$ cat src/rtl/sfsk_pkg.sv
package sfsk_pkg;

  typedef enum logic {TONE_SPACE = 1'b0, TONE_MARK = 1'b1} tone_e;

  // Quarter-wave entry k of a table with qn entries and peak amp,
  // sampled at the centre of each step, computed by Taylor series.
  function automatic int quarter_sine(input int k, input int qn, input int amp);
    real ang;
    real term;
    real acc;
    ang  = 3.14159265358979323846 * (2.0 * k + 1.0) / (4.0 * qn);
    term = ang;
    acc  = ang;
    for (int n = 1; n < 12; n++) begin
      term = -term * ang * ang / ((2.0 * n) * (2.0 * n + 1.0));
      acc  = acc + term;
    end
    return $rtoi(amp * acc + 0.5);
  endfunction

endpackage

$ cat src/rtl/sfsk_cfg_regs.sv
module sfsk_cfg_regs #(
  parameter int FW        = 14,
  parameter int FMIN      = 900,
  parameter int FMAX      = 9500,
  parameter int MIN_SEP   = 1000,
  parameter int SPACE_RST = 6340,
  parameter int MARK_RST  = 7460
) (
  input  logic          clk,
  input  logic          rst_n,
  input  logic          we,
  input  logic          sel,
  input  logic [FW-1:0] val,
  output logic [FW-1:0] space_f,
  output logic [FW-1:0] mark_f,
  output logic          reject,
  output logic          pair_err
);
  logic [FW-1:0] freq_q [2];
  logic          in_range;
  logic [FW-1:0] diff;

  assign in_range = (val >= FW'(FMIN)) && (val <= FW'(FMAX));

  for (genvar t = 0; t < 2; t++) begin : g_tone
    localparam logic [FW-1:0] RST_V = (t == 0) ? FW'(SPACE_RST) : FW'(MARK_RST);
    always_ff @(posedge clk or negedge rst_n) begin
      if (!rst_n)
        freq_q[t] <= RST_V;
      else if (we && in_range && (sel == 1'(t)))
        freq_q[t] <= val;
    end

    a_r2_stays_legal: assert property (@(posedge clk) disable iff (!rst_n)
      (freq_q[t] >= FW'(FMIN)) && (freq_q[t] <= FW'(FMAX)));
    a_r2_bad_write_kept: assert property (@(posedge clk) disable iff (!rst_n)
      (we && !in_range) |=> $stable(freq_q[t]));
  end

  always_ff @(posedge clk or negedge rst_n) begin
    if (!rst_n) reject <= 1'b0;
    else        reject <= we && !in_range;
  end

  assign space_f  = freq_q[0];
  assign mark_f   = freq_q[1];
  assign diff     = (freq_q[0] > freq_q[1]) ? (freq_q[0] - freq_q[1]) : (freq_q[1] - freq_q[0]);
  assign pair_err = diff <= FW'(MIN_SEP);

endmodule

$ cat src/rtl/sfsk_phase_acc.sv
module sfsk_phase_acc #(
  parameter int MOD   = 1200000,
  parameter int PH_W  = 21,
  parameter int IDX_W = 10
) (
  input  logic             clk,
  input  logic             rst_n,
  input  logic             clr,
  input  logic             run,
  input  logic [PH_W-1:0]  inc,
  output logic [PH_W-1:0]  phase,
  output logic [IDX_W-1:0] idx
);
  // Exact floor(phase * 2^IDX_W / MOD) through a reciprocal multiply.
  localparam int          NUM_W = PH_W + IDX_W;
  localparam int          SH    = NUM_W + $clog2(MOD);
  localparam logic [63:0] RECIP = ((64'd1 << SH) + 64'(MOD) - 64'd1) / 64'(MOD);

  logic [PH_W:0]  sum;
  logic [PH_W:0]  wrapped;
  logic [63:0]    num;
  logic [63:0]    prod;

  assign sum     = {1'b0, phase} + {1'b0, inc};
  assign wrapped = (sum >= (PH_W+1)'(MOD)) ? (sum - (PH_W+1)'(MOD)) : sum;

  always_ff @(posedge clk or negedge rst_n) begin
    if (!rst_n)   phase <= '0;
    else if (clr) phase <= '0;
    else if (run) phase <= wrapped[PH_W-1:0];
  end

  assign num  = {{(64-NUM_W){1'b0}}, phase, {IDX_W{1'b0}}};
  assign prod = num * RECIP;
  assign idx  = prod[SH +: IDX_W];

  a_r4_phase_below_mod: assert property (@(posedge clk) disable iff (!rst_n)
    phase < PH_W'(MOD));
  a_r6_frame_from_zero: assert property (@(posedge clk) disable iff (!rst_n)
    clr |=> (phase == '0) && (idx == '0));
  a_r5_hold_when_stopped: assert property (@(posedge clk) disable iff (!rst_n)
    (!run && !clr) |=> $stable(phase));

endmodule

$ cat src/rtl/sfsk_sine_lut.sv
module sfsk_sine_lut #(
  parameter int IDX_W = 10,
  parameter int SW    = 12
) (
  input  logic                 clk,
  input  logic                 rst_n,
  input  logic                 en,
  input  logic [IDX_W-1:0]     idx,
  output logic signed [SW-1:0] sample
);
  import sfsk_pkg::*;

  localparam int QB  = IDX_W - 2;
  localparam int QN  = 1 << QB;
  localparam int AMP = (1 << (SW - 1)) - 1;

  logic signed [SW-1:0] rom [QN];
  logic [QB-1:0]        addr;
  logic signed [SW-1:0] mag;
  logic signed [SW-1:0] value;

  for (genvar k = 0; k < QN; k++) begin : g_rom
    localparam int VAL = quarter_sine(k, QN, AMP);
    assign rom[k] = SW'(VAL);
  end

  // Quadrant 1 and 3 read the table backwards; 2 and 3 negate.
  assign addr  = idx[IDX_W-2] ? ~idx[QB-1:0] : idx[QB-1:0];
  assign mag   = rom[addr];
  assign value = idx[IDX_W-1] ? -mag : mag;

  always_ff @(posedge clk or negedge rst_n) begin
    if (!rst_n)  sample <= '0;
    else if (en) sample <= value;
    else         sample <= '0;
  end

  a_r4_upper_half_positive: assert property (@(posedge clk) disable iff (!rst_n)
    (en && !idx[IDX_W-1]) |=> (sample > 0));
  a_r4_lower_half_negative: assert property (@(posedge clk) disable iff (!rst_n)
    (en && idx[IDX_W-1]) |=> (sample < 0));

endmodule

$ cat src/rtl/sfsk_tx_ctrl.sv
module sfsk_tx_ctrl #(
  parameter int REL_CLKS = 4500
) (
  input  logic clk,
  input  logic rst_n,
  input  logic bit_tick,
  input  logic in_valid,
  input  logic in_data,
  input  logic cfg_err,
  output logic in_ready,
  output logic sending,
  output logic cur_bit,
  output logic frame_start,
  output logic tx_bit,
  output logic tx_en
);
  import sfsk_pkg::*;

  localparam int REL_W = $clog2(REL_CLKS + 1);

  logic             accept;
  logic [REL_W-1:0] rel_cnt;
  tone_e            tone_q;

  assign in_ready    = bit_tick && !cfg_err;
  assign accept      = in_ready && in_valid;
  assign frame_start = accept && !sending;

  always_ff @(posedge clk or negedge rst_n) begin
    if (!rst_n) begin
      sending <= 1'b0;
      tone_q  <= TONE_SPACE;
      rel_cnt <= '0;
    end else if (accept) begin
      sending <= 1'b1;
      tone_q  <= tone_e'(in_data);
      rel_cnt <= '0;
    end else if (bit_tick && sending) begin
      sending <= 1'b0;
      rel_cnt <= REL_W'(REL_CLKS);
    end else if (rel_cnt != '0) begin
      rel_cnt <= rel_cnt - 1'b1;
    end
  end

  assign cur_bit = (tone_q == TONE_MARK);

  always_ff @(posedge clk or negedge rst_n) begin
    if (!rst_n) tx_bit <= 1'b0;
    else        tx_bit <= sending && cur_bit;
  end

  assign tx_en = sending || (rel_cnt != '0);

  a_r10_blocked_on_err: assert property (@(posedge clk) disable iff (!rst_n)
    (cfg_err && !sending) |=> !sending);
  a_r9_enable_after_end: assert property (@(posedge clk) disable iff (!rst_n)
    $fell(sending) |-> tx_en);
  a_r9_enable_at_start: assert property (@(posedge clk) disable iff (!rst_n)
    frame_start |=> tx_en);
  a_r7_bit_echo: assert property (@(posedge clk) disable iff (!rst_n)
    sending |=> (tx_bit == $past(cur_bit)));

endmodule

$ cat src/rtl/sfsk_tone_synth.sv
module sfsk_tone_synth #(
  parameter int CLK_HZ    = 12000000,
  parameter int STEP_HZ   = 10,
  parameter int FW        = 14,
  parameter int FMIN      = 900,
  parameter int FMAX      = 9500,
  parameter int MIN_SEP   = 1000,
  parameter int SPACE_RST = 6340,
  parameter int MARK_RST  = 7460,
  parameter int IDX_W     = 10,
  parameter int SW        = 12,
  parameter int REL_CLKS  = 4500
) (
  input  logic                 clk,
  input  logic                 rst_n,
  input  logic                 cfg_we,
  input  logic                 cfg_sel,
  input  logic [FW-1:0]        cfg_freq,
  output logic                 cfg_reject,
  output logic                 cfg_err,
  input  logic                 bit_tick,
  input  logic                 in_valid,
  output logic                 in_ready,
  input  logic                 in_data,
  output logic signed [SW-1:0] sample,
  output logic                 tx_bit,
  output logic                 tx_en
);
  localparam int MOD  = CLK_HZ / STEP_HZ;
  localparam int PH_W = $clog2(MOD);

  logic [FW-1:0]    space_f;
  logic [FW-1:0]    mark_f;
  logic             sending;
  logic             cur_bit;
  logic             frame_start;
  logic [PH_W-1:0]  inc;
  logic [PH_W-1:0]  phase;
  logic [IDX_W-1:0] idx;

  sfsk_cfg_regs #(
    .FW(FW), .FMIN(FMIN), .FMAX(FMAX), .MIN_SEP(MIN_SEP),
    .SPACE_RST(SPACE_RST), .MARK_RST(MARK_RST)
  ) u_cfg (
    .clk(clk), .rst_n(rst_n), .we(cfg_we), .sel(cfg_sel), .val(cfg_freq),
    .space_f(space_f), .mark_f(mark_f), .reject(cfg_reject), .pair_err(cfg_err)
  );

  sfsk_tx_ctrl #(.REL_CLKS(REL_CLKS)) u_ctrl (
    .clk(clk), .rst_n(rst_n), .bit_tick(bit_tick), .in_valid(in_valid),
    .in_data(in_data), .cfg_err(cfg_err), .in_ready(in_ready),
    .sending(sending), .cur_bit(cur_bit), .frame_start(frame_start),
    .tx_bit(tx_bit), .tx_en(tx_en)
  );

  assign inc = cur_bit ? PH_W'(mark_f) : PH_W'(space_f);

  sfsk_phase_acc #(.MOD(MOD), .PH_W(PH_W), .IDX_W(IDX_W)) u_acc (
    .clk(clk), .rst_n(rst_n), .clr(frame_start), .run(sending),
    .inc(inc), .phase(phase), .idx(idx)
  );

  sfsk_sine_lut #(.IDX_W(IDX_W), .SW(SW)) u_lut (
    .clk(clk), .rst_n(rst_n), .en(sending), .idx(idx), .sample(sample)
  );

endmodule

$ cat config.mk
export PLATFORM = sky130hd
export DESIGN_NAME = sfsk_tone_synth
export DESIGN_NICKNAME = d
export VERILOG_FILES = /design/src/rtl/sfsk_pkg.sv /design/src/rtl/sfsk_cfg_regs.sv /design/src/rtl/sfsk_phase_acc.sv /design/src/rtl/sfsk_sine_lut.sv /design/src/rtl/sfsk_tx_ctrl.sv /design/src/rtl/sfsk_tone_synth.sv
export SDC_FILE = /design/constraint.sdc
export NUM_CORES = 1
export LEC_CHECK = 0
export BUFFER_PORTS_ARGS = -buffer_cell sky130_fd_sc_hd__buf_2
export CAP_MARGIN = 15
export CELL_PAD_IN_SITES_DETAIL_PLACEMENT = 1
export CELL_PAD_IN_SITES_GLOBAL_PLACEMENT = 1
export CORE_UTILIZATION = 55
export CTS_BUF_LIST = sky130_fd_sc_hd__clkbuf_8 sky130_fd_sc_hd__clkbuf_16
export CTS_CLUSTER_DIAMETER = 60
export CTS_CLUSTER_SIZE = 40
export DETAILED_ROUTE_END_ITERATION = 6
export PLACE_DENSITY = 0.9
export SLEW_MARGIN = 10
export SYNTH_ARGS = -nofsm -noshare
export SYNTH_HDL_FRONTEND = slang
export SYNTH_SLANG_ARGS = --single-unit
$ cat constraint.sdc
create_clock -name clk -period 18.9 [get_ports clk]
set_input_delay 3.78 -clock clk [delete_from_list [all_inputs] [get_ports clk]]
set_output_delay 3.78 -clock clk [all_outputs]
set_load 0.01 [all_outputs]
# Word level (Yosys, flattened, before mapping)
# Memory sizes are Yosys's and may differ from the RTL's.
# Index checks and enable logic that the tools add are counted.
# Widths: inputs -> output; s select.
dict set report totals {
  reg_bits 78
  rom_bits 3072
  inputBits 21
  output_inout_bits 17
  word_cells 59
  mem_count 1
}
dict set report op_classes {
  addsub 6
  n_mul 1
  n_lt_le_gt_ge 6
  mux 15
  bitwise_logic 3
  reduce_logical 18
}
# memory words width rd rd_clocked_by_memory_dff wr line_no
set mem_list {}
lappend mem_list {{(name not given)} 256 12 1 0 0 sfsk_sine_lut.sv:29} ;# assign mag = rom[addr];
# operator n
set op_table {}
lappend op_table {{$mux 21} 3}
lappend op_table {{$mul 21x31->51 const B} 1}
lappend op_table {{$mux 12} 4}
lappend op_table {{$mux 13} 3}
lappend op_table {{$mux 14} 2}
lappend op_table {{$sub 14x14->14} 2}
lappend op_table {{$add 21x14->22} 1}
lappend op_table {{$ge 22x21->1 const B} 1}
lappend op_table {{$sub 21x21->21 const B} 1}
lappend op_table {{$ge 14x10->1 const B} 1}
lappend op_table {{$gt 14x14->1} 1}
lappend op_table {{$le 14x10->1 const B} 1}
lappend op_table {{$le 14x14->1 const B} 1}
lappend op_table {{$reduce_bool 13->1} 1}
lappend op_table {{$sub 13x1->13 const B} 1}
lappend op_table {{$neg 12->12} 1}
lappend op_table {{$logic_and 1x1->1} 10}
lappend op_table {{$ge 9x9->1 const B} 1}
lappend op_table {{$not 8->9} 1}
lappend op_table {{$mux 8} 1}
lappend op_table {{$not 8->8} 1}
lappend op_table {{$reduce_bool 2->1} 2}
lappend op_table {{$logic_not 1->1} 3}
lappend op_table {{$reduce_bool 3->1} 1}
lappend op_table {{3 further kinds} 4}

# Logic depth before layout (Yosys ltp)
# Gate-level depths: netlist of run 1.
dict set report logic_depth {
  ltp_word 10
  mapped_depth 41
  depth_no_buf 39
}

# By module
# Synthesis of run 1 repeated with hierarchy kept, for this count alone.
dict set report hier_totals {
  hier_cells 2484
  hier_area_um2 21911.0
}
# module instances cells_per_inst area_per_inst_um2 seq_area_each_um2
set by_module_without_submodules {}
lappend by_module_without_submodules {sfsk_phase_acc 1 1209 11989.0 525.5}
lappend by_module_without_submodules {sfsk_sine_lut 1 930 6523.8 300.3}
lappend by_module_without_submodules {sfsk_cfg_regs 1 245 2381.0 739.5}
lappend by_module_without_submodules {sfsk_tx_ctrl 1 84 844.6 400.4}
lappend by_module_without_submodules {sfsk_tone_synth 1 16 172.7 0.0}

# Least setup slack after synthesis of run 1
# OpenSTA, ideal clock, no wires.
dict set report synth_timing {
  kind {reg-to-reg}
  start {register u_acc.phase[14]}
  end {register u_lut.sample[6]}
  setup_ps 132
  arrival_time_ps 9375
  required_ps 18768
  setup_slack_ps 9393
  path_stages_with_launch 36
  n_path_buf 4
  synth_period_minus_slack_ps 9507
  cell_sequence {dfrtp_1 > clkbuf_1 > inv_1 > fa_1 > fa_1 > inv_1 > ha_1 > fa_1 > fa_1 > fa_1 > inv_1 > fa_1 > inv_1 > ha_1 > a21o_1 > o2111ai_1 > nand3_1 > o2111a_1 > or3_1 > buf_6 > buf_6 > xnor2_4 > inv_1 > ha_1 > clkbuf_1 > or4_1 > o31ai_1 > nand2b_1 > a211oi_1 > or4_4 > a221oi_4 > ha_1 > nand2_1 > o21ai_0 > xnor2_1 > nor2_1}
}
dict set report synth_between {
  elab_chain_len 10
}
# item line_no
set synth_rtl {}
lappend synth_rtl {{start: declaration} sfsk_phase_acc.sv:11} ;# output logic [PH_W-1:0] phase,
lappend synth_rtl {{start signal: assignment} sfsk_phase_acc.sv:30} ;# else if (run) phase <= wrapped[PH_W-1:0];
lappend synth_rtl {{$mul 21x31->51 *} sfsk_phase_acc.sv:34} ;# assign prod = num * RECIP;
lappend synth_rtl {{$not 8->8} sfsk_sine_lut.sv:28} ;# assign addr = idx[IDX_W-2] ? ~idx[QB-1:0] : idx[QB-1:0];
lappend synth_rtl {{$mux 8} sfsk_sine_lut.sv:28}
lappend synth_rtl {{$not 8->9 (not written as such)} sfsk_sine_lut.sv:29}
lappend synth_rtl {{$mem_v2 256x12} --}
lappend synth_rtl {{$mux 12 (not written as such) (2 in a row)} sfsk_sine_lut.sv:29}
lappend synth_rtl {{$neg 12->12} sfsk_sine_lut.sv:30} ;# assign value = idx[IDX_W-1] ? -mag : mag;
lappend synth_rtl {{$mux 12 *} sfsk_sine_lut.sv:30}
lappend synth_rtl {{$mux 12 *} sfsk_sine_lut.sv:34} ;# else if (en) sample <= value;
lappend synth_rtl {{end signal: assignment} sfsk_sine_lut.sv:34}
lappend synth_rtl {{end: declaration} sfsk_sine_lut.sv:9} ;# output logic signed [SW-1:0] sample
# Every way passes the cells marked *; elsewhere a longest branch is shown, timed or not. The select of a mux whose other input is x is not followed.
# A chain may end at the register's enable or synchronous reset.

# Worst setup path after layout of run 1
dict set report layout_timing {
  start {register u_acc.phase[18]}
  end {register u_lut.sample[10]}
}
# Same word-level chain as after synthesis.

==> summary.md, run 1 <==
| Metric | Value |
|---|---|
| Share of cells above drive strength 1 | `7.36%` |
| Hold Slack | `554 ps` |
| Resized Gates After CTS | `0` |
| Critical path class | `reg -> reg` |
| Slowest library cell on the worst path | `dfrtp_1` |
| Critical Path RT | `19170 ps` |
| Routed vias | `19800` |
| Crit-path max FO | `31` |
| Clock sink count | `78` |
| GP Congestion | `1.07` |
| Worst-Margin Slew | `1170 ps` |
| Final Hold Fails | `0` |
| Diode count | `0` |
| DRT Pass-1 Iters | `7` |
| Clock Path Buffers | `2` |
| Hold_buf cts | `0` |
| Io pins | `38` |
| Synth area leaders | `fa_1, ha_1, dfrtp_1` |
| Site Rows | `70` |
| Final Skew | `15.9 ps` |
| Port bufs | `37` |
| DP Wirelength | `68.1 mm` |
| Crit start category | `flop` |
| ANT nets after route | `0` |
| Synthesized area | `20500 µm²` |
| Mapped Avg Cell Area | `8.50 µm²` |
| DR WL/cell | `30.2 µm` |
| Post-synthesis cell type count | `109` |
| Top cell type's share of synthesized area | `23.4%` |
| Syn Nets | `2941` |
| Total GRT Usage | `46.4%` |
| Synth Register Bits | `78` |
| Full die area | `38000 µm²` |
| Synth Flop Type | `dfrtp_1` |
| Total Nets Final | `2919` |
| Max Clock Freq | `84.8 MHz` |
| Chip height | `195 µm` |
| R2r worst-path depth | `37` |
| CTS H-tree lvls | `3` |
| Worst EP arrival | `12070 ps` |
| Setup repair after global routing missed its margin | `no` |
| Synth Instances | `2409` |
| # setup viols final | `0` |
| Hold EP | `u_cfg.space_f[2]` |
| Hold WC Path Type | `reg -> reg` |
| Failing checks | `design-rule violations` |
| GRT Residual Overflow | `0` |
| Final min period | `11800 ps` |
| CTS Root Cell | `clkbuf_16` |
| Global-route wire length before repair | `134 mm` |
| Critical Path Max Stage Delay | `700 ps` |
| Total wire length | `86.2 mm` |
| Setup TNS | `0 ps` |
| Clk slew on worst S/H paths | `70 ps` |
| Final WS setup | `7100 ps` |
| Final period utilization | `62.4%` |
| Sequential share of the synthesized area | `9.60%` |
| Max-Cap Viols | `0` |
| CTS tree | `built` |
| Setup bufs post-CTS | `0` |
| Fillcell total | `4381` |
| RR Endpoint | `u_lut.sample[10]` |
| Drt via density | `6.93` |
| Slew HR | `21.8%` |
| Largest net degree at the start of global routing | `79` |
| P&R area growth vs syn | `4.24%` |
| Initial antenna violation count | `1` |
| Flop2flop setup slack | `7100 ps` |
| 1st-iter DRT viols | `1870` |
| Cts bufs inserted | `9` |
| Max-slew violation count | `0` |
| Ys async rst share | `100%` |
| Hold path startpoint | `u_cfg.space_f[2]` |
| Die width | `195 µm` |
| Post-synth EDFFs | `0` |
| Area leader, netlist | `fa_1` |
| Core area | `36600 µm²` |
| Initial Util | `55.9%` |
| Vias in the first global route | `21700` |
| Dpl ws | `7530 ps` |
| Clock Latency Late Sink | `360 ps` |
| DRC | `3` |
| Worst hold path depth | `2` |
| Critical path endpoint category | `flop` |
| Status | `complete, but fails checks` |
| R2R Path Start | `u_acc.phase[18]` |
| Yosys warnings | `0` |
-- how the worst max path moves through the flow --
stage                                from          endpoint  slack (ps)
final                     u_acc.phase[18]  u_lut.sample[10]        7100
after global routing      u_acc.phase[14]   u_lut.sample[4]        6840
after CTS                 u_acc.phase[14]  u_lut.sample[10]        7490
after detailed placement  u_acc.phase[14]  u_lut.sample[10]        7530
after global placement    u_acc.phase[18]  u_lut.sample[10]        7590
after floorplan           u_acc.phase[14]   u_lut.sample[6]        9390
-- kinds of logic after synthesis --
family | after synthesis | share of synthesized area [%]
compound gates | 614 | 20.3
simple gates | 579 | 13.9
fa+ha+maj | 512 | 40.1
buf+inv | 496 | 9.63
xor+xnor | 79 | 3.81
flops | 78 | 9.60
mux | 51 | 2.70
-- worst max-delay path, delay by kind of cell, from the launching register on --
family / cells / cell delay [ps]
flops: 1 / 700
simple gates: 5 / 990
xor+xnor: 1 / 100
buf+inv: 8 / 1470
compound gates: 13 / 3910
mux: 1 / 240
fa+ha+maj: 9 / 4270
-- sequential cells by signal (all words and copies together) (netlist names) --
signal          flops
u_acc.phase        21
u_cfg.mark_f       14
u_cfg.reject        1
u_cfg.space_f      14
u_ctrl.cur_bit      1
u_ctrl.rel_cnt     13
u_ctrl.sending      1
u_ctrl.tx_bit       1
u_lut.sample       12
-- cell type report --
type	instances	area [µm²]	area share [%]
sequential	78	1970	9.21
multi-input combinational	1835	16600	77.7
clock inverter	7	104	0.487
tap	468	586	2.74
clock buffer	9	225	1.06
timing repair buffer	64	390	1.83
inverter	399	1500	7.02
-- cells in the final DEF (no fill, tap or decap), types with 16 or more instances in the layout --
cell type,count
o211ai_1,23
buf_4,28
a31oi_1,26
a21o_1,21
fa_1,239
nand4_1,19
xnor2_1,49
nor2_1,129
buf_2,36
nand3_1,54
ha_1,272
inv_1,396
a211oi_1,36
and2_1,17
xor2_1,19
a21oi_1,128
nor3_1,55
nand2_1,187
dfrtp_1,67
o22ai_1,20
mux2_2,24
mux2i_1,26
o2111ai_1,16
o21ai_0,150
-- Yosys cell counts, drive strengths merged, types with 51 or more instances --
master and count:
nor2 133, nand2 188, nor3 61, buf 51, ha 272, inv 398, nand3 56, dfrtp 67
fa 239, xnor2 58, o21ai 157, a21oi 130
-- layer usage --
layer	GRT usage, %	up-vias	wire length (µm)	share of wire, %
met5	0	-	13	0.015
met1	56.6	10000	32700	38
met2	75.3	1122	40300	47
met4	24.7	2	5190	6.0
met3	11.6	338	7990	9.3
li1	-	8307	-	-
-- through the flow --
step / cells / utilization, % / area, µm²
2_1_floorplan: 2409 / - / 20500
3_3_place_gp: 2844 / 57.4 / 21000
3_5_place_dp: 2844 / 57.4 / 21000
4_1_cts: 2860 / 58.3 / 21300
5_1_grt: 2860 / 58.3 / 21300
6_report: 2860 / 58.3 / 21300
Power of run 1 is left out: the tool's default activity adds up to more than one toggle a clock period on the data nets, which glitch-free logic cannot reach.
==> inputs of run 2 (changes only) <==
- CORE_UTILIZATION: 55 -> 51
- PLACE_DENSITY: 0.9 -> 0.84
- clock period: 18.9 -> 11.55 ns (I/O delays scaled with it)
==> summary.md, run 2 (same netlist as run 1, synthesis figures left out) <==
| Metric | Value |
|---|---|
| Status | `completed` |
| DRC | `0` |
| Crit start category | `flop` |
| Flop2flop setup slack | `540 ps` |
| Global-route wire length before repair | `127 mm` |
| Setup repair after global routing missed its margin | `no` |
| Worst Setup EP | `u_lut.sample[6]` |
| DP Wirelength | `68.2 mm` |
| CTS Root Cell | `clkbuf_16` |
| CTS H-tree lvls | `3` |
| Max-Cap Viols | `0` |
| GRT Residual Overflow | `0` |
| Final min period | `11010 ps` |
| Clock sink count | `78` |
| Setup TNS | `0 ps` |
| Max reg flops | `21` |
| Final Hold Fails | `0` |
| Core area | `39600 µm²` |
| Clock Latency Late Sink | `350 ps` |
| 1st-iter DRT viols | `1601` |
| Hold_buf cts | `0` |
| P&R area growth vs syn | `5.20%` |
| Crit. Startpoint | `u_acc.phase[19]` |
| Hold WC Path Type | `reg -> reg` |
| Cts bufs inserted | `9` |
| Die width | `202 µm` |
| Crit-path max FO | `24` |
| Total Nets Final | `2935` |
| Total wire length | `82.7 mm` |
| ANT nets after route | `0` |
| Slew HR | `21.2%` |
| CTS tree | `built` |
| DR WL/cell | `28.2 µm` |
| Share of cells above drive strength 1 | `8.10%` |
| Port bufs | `37` |
| Full die area | `40900 µm²` |
| DRT Pass-1 Iters | `5` |
| Initial Util | `51.6%` |
| RR Endpoint | `u_lut.sample[6]` |
| Final Skew | `6.18 ps` |
| Critical path endpoint category | `flop` |
| Critical Path Max Stage Delay | `750 ps` |
| Io pins | `38` |
| # setup viols final | `0` |
| Chip height | `202 µm` |
| Vias in the first global route | `20700` |
| Top reg by flops | `u_acc.phase` |
| Worst EP arrival | `11240 ps` |
| Final period utilization | `95.3%` |
| Total GRT Usage | `40.9%` |
| Critical path class | `reg -> reg` |
| Max Clock Freq | `90.9 MHz` |
| R2R Path Start | `u_acc.phase[19]` |
| GP Congestion | `1.04` |
| Worst-Margin Slew | `1150 ps` |
| Routed vias | `19400` |
| Critical Path RT | `11790 ps` |
| Most frequent cells in the layout | `inv_1, ha_1, fa_1` |
| R2r worst-path depth | `39` |
| Max-slew violation count | `0` |
| Commonest non-fill, non-tap cell in the layout | `inv_1` |
| Site Rows | `73` |
| Drt via density | `6.60` |
| Clock Path Buffers | `2` |
| Largest net degree at the start of global routing | `79` |
| Initial antenna violation count | `1` |
| Clk slew on worst S/H paths | `70 ps` |
| Slowest library cell on the worst path | `or3_2` |
[run 2: worst min path at each step]
stage                       endpoint  slack (ps)              from  depth (start not counted)
finish              u_cfg.mark_f[13]         540  u_cfg.mark_f[13]                          1
global route        u_cfg.mark_f[13]         570  u_cfg.mark_f[13]                          1
CTS                 u_cfg.mark_f[13]         540  u_cfg.mark_f[13]                          1
detailed placement  u_cfg.mark_f[13]         520  u_cfg.mark_f[13]                          1
global placement    u_cfg.mark_f[13]         510  u_cfg.mark_f[13]                          1
floorplan           u_cfg.mark_f[13]         500  u_cfg.mark_f[13]                          1
[run 2: area by class of cell]
cell class | count | area [µm²]
Inverter | 399 | 1500
Sequential cell | 78 | 1970
Fill cell | 4769 | 18100
Multi-Input combinational cell | 1835 | 16600
Antenna cell | 1 | 2.50
Clock inverter | 7 | 86.3
Timing Repair Buffer | 80 | 510
Clock buffer | 9 | 225
Tap cell | 525 | 657
[run 2: what timing repair did]
action                                  in CTS  in global routing
endpoints found under the setup margin       0                 11
setup buffers                                0                  0
gates resized for setup                      0                  4
[run 2: routing by layer]
layer / GRT usage, % / vias up / wire [µm]
met5: 0 / - / 0
met2: 67.3 / 907 / 38600
li1: - / 8352 / -
met1: 51.9 / 9835 / 33100
met3: 6.45 / 259 / 5920
met4: 21.0 / 0 / 5000
[run 2: worst max-delay path, delay by kind of cell, from the launching register on]
family / cells / cell delay (ps)
compound gates: 12 / 3120
flops: 1 / 610
xor+xnor: 4 / 720
buf+inv: 7 / 790
simple gates: 6 / 1590
fa+ha+maj: 10 / 4030
[run 2: stage by stage]
step           instance area [µm²]  utilization (%)  hold WS [ps]  setup WS (ps)  cells
6_report                     21500             54.3           545            545   2934
2_1_floorplan                20500                -           496           2040   2409
3_3_place_gp                 21200             53.5           509            481   2917
5_1_grt                      21500             54.3           571           91.2   2933
4_1_cts                      21500             54.3           539            215   2933
3_5_place_dp                 21200             53.5           524            285   2917
Power of run 2 is left out for the same reason.
==> inputs of run 3 (changes only) <==
- ABC_AREA: unset -> 1
- CORE_ASPECT_RATIO: unset -> 2
- CORE_UTILIZATION: 51 -> 49
==> summary.md, run 3 <==
| Metric | Value |
|---|---|
| GRT Residual Overflow | `0` |
| Flip-flop and latch area | `1970 µm²` |
| Post-synthesis cell type count | `53` |
| Synth Register Bits | `78` |
| Port bufs | `37` |
| Hold WC Path Type | `reg -> reg` |
| DP Cell Count | `3163` |
| Final min period | `9750 ps` |
| Drt via density | `5.76` |
| P&R area growth vs syn | `4.30%` |
| Multi-input gate area in the final layout | `14900 µm²` |
| Top cell type's share of synthesized area | `24.6%` |
| Max-Cap Viols | `0` |
| Final Cell Area | `20300 µm²` |
| Resized Gates After CTS | `0` |
| Mapped Avg Cell Area | `7.32 µm²` |
| Hold_buf cts | `0` |
| Max Clock Freq | `103 MHz` |
| CTS H-tree lvls | `3` |
| Routed vias | `18300` |
| Area leader, netlist | `fa_1` |
| Worst-Margin Slew | `1100 ps` |
| Full die area | `40500 µm²` |
| Slowest library cell on the worst path | `inv_2` |
| Site Rows | `102` |
| ANT nets after route | `0` |
| Io pins | `38` |
| Clock sink count | `78` |
| Setup bufs post-CTS | `0` |
| Most frequent cells in the layout | `nand2_1, inv_1, ha_1` |
| DP Wirelength | `67.7 mm` |
| DRT Pass-1 Iters | `4` |
| Critical path class | `reg -> reg` |
| Die width | `143 µm` |
| Cell with the most instances after synthesis | `nand2_1` |
| Initial antenna violation count | `8` |
| GP Congestion | `1.04` |
| Top reg by flops | `u_acc.phase` |
| Worst EP arrival | `10020 ps` |
| Total GRT Usage | `41.9%` |
| Clk slew on worst S/H paths | `80 ps` |
| Bufs and invs on worst path | `6` |
| Chip height | `284 µm` |
| Crit start category | `flop` |
| Synth Flop Type | `dfrtp_1` |
| Critical path endpoint category | `flop` |
| DRC | `0` |
| Critical Path RT | `11820 ps` |
| Share of cells above drive strength 1 | `6.09%` |
| Synth Instances | `2655` |
| Finished Layout Cells | `3179` |
| Core area | `38900 µm²` |
| Synth cell count leaders | `nand2_1, inv_1, ha_1` |
| Setup TNS | `0 ps` |
| Global-route wire length before repair | `121 mm` |
| Slew HR | `26.5%` |
| # setup viols final | `0` |
| Most common cell on crit path | `nand2_1` |
| Commonest non-fill, non-tap cell in the layout | `nand2_1` |
| Max-slew violation count | `0` |
| Synth area leaders | `fa_1, ha_1, nand2_1` |
| Total Nets Final | `3186` |
| Fillcell total | `5048` |
| Cts bufs inserted | `9` |
| Clock Latency Late Sink | `380 ps` |
| Post-synth EDFFs | `0` |
| Final Util | `52.1%` |
| Delay-heaviest family, CP | `adder cells` |
| Diode count | `0` |
| Final period utilization | `84.4%` |
| Vias in the first global route | `20500` |
| Critical Path Max Stage Delay | `850 ps` |
| CTS Root Cell | `clkbuf_16` |
| Synthesized area | `19400 µm²` |
| Max reg flops | `21` |
| Final Hold Fails | `0` |
| Ys async rst share | `100%` |
| Sequential share of the synthesized area | `10.1%` |
| Yosys warnings | `0` |
| 1st-iter DRT viols | `819` |
| Clock Path Buffers | `2` |
| DP Area | `20000 µm²` |
| Crit-path max FO | `47` |
| Status | `completed` |
| Setup repair after global routing missed its margin | `no` |
| Initial Util | `49.9%` |
| CTS tree | `built` |
| Largest net degree at the start of global routing | `59` |
| DR WL/cell | `25.5 µm` |
| Syn Nets | `3187` |
| Total wire length | `80.9 mm` |
| Final Skew | `16.3 ps` |
[run 3: logic make-up after synthesis]
logic type      count (synthesis)  synth area share [%]
compound gates                267                  7.45
fa+ha+maj                     511                  42.1
simple gates                 1117                  24.9
flops                          78                  10.1
buf+inv                       631                  13.0
xor+xnor                       51                  2.34
[run 3: layout make-up]
type / count / share of cell area [%]
inverter: 572 / 10.6
sequential: 78 / 9.70
timing repair buffer: 47 / 1.30
tap: 520 / 3.21
clock buffer: 9 / 1.11
multi-input combinational: 1946 / 73.7
clock inverter: 7 / 0.395
[run 3: worst paths after layout]
check	startpoint	to	slack (ps)	cells past startpoint
setup reg to reg	u_acc.phase[12]	u_lut.sample[7]	1800	37
max in group asynchronous	rst_n	u_cfg.space_f[2]	8590	2
hold / removal	u_cfg.mark_f[13]	u_cfg.mark_f[13]	510	2
setup / recovery	u_acc.phase[12]	u_lut.sample[7]	1800	37
min in group asynchronous	rst_n	u_lut.sample[4]	1930	1
hold reg to reg	u_cfg.mark_f[13]	u_cfg.mark_f[13]	510	2
[run 3: tightest hold or removal path, stage by stage (launching register included)]
cell and delay (ps):
dfrtp_1 350, nand2_1 50, o21ai_0 70
[run 3: metal layers]
metal	vias up	global-route usage, %	share of wire, %
li1	8233	-	-
met1	9086	36.7	31
met2	589	73.4	51
met3	389	11.2	6.0
met4	12	43.2	12
met5	-	0	0.099
[run 3: metrics by stage]
step / hold slack, ps / worst slack (ps)
after floorplan: 449 / 3930
after global placement: 467 / 2120
after detailed placement: 495 / 1980
after CTS: 506 / 1910
after global routing: 525 / 1380
final: 505 / 1800
Power of run 3 is left out for the same reason.
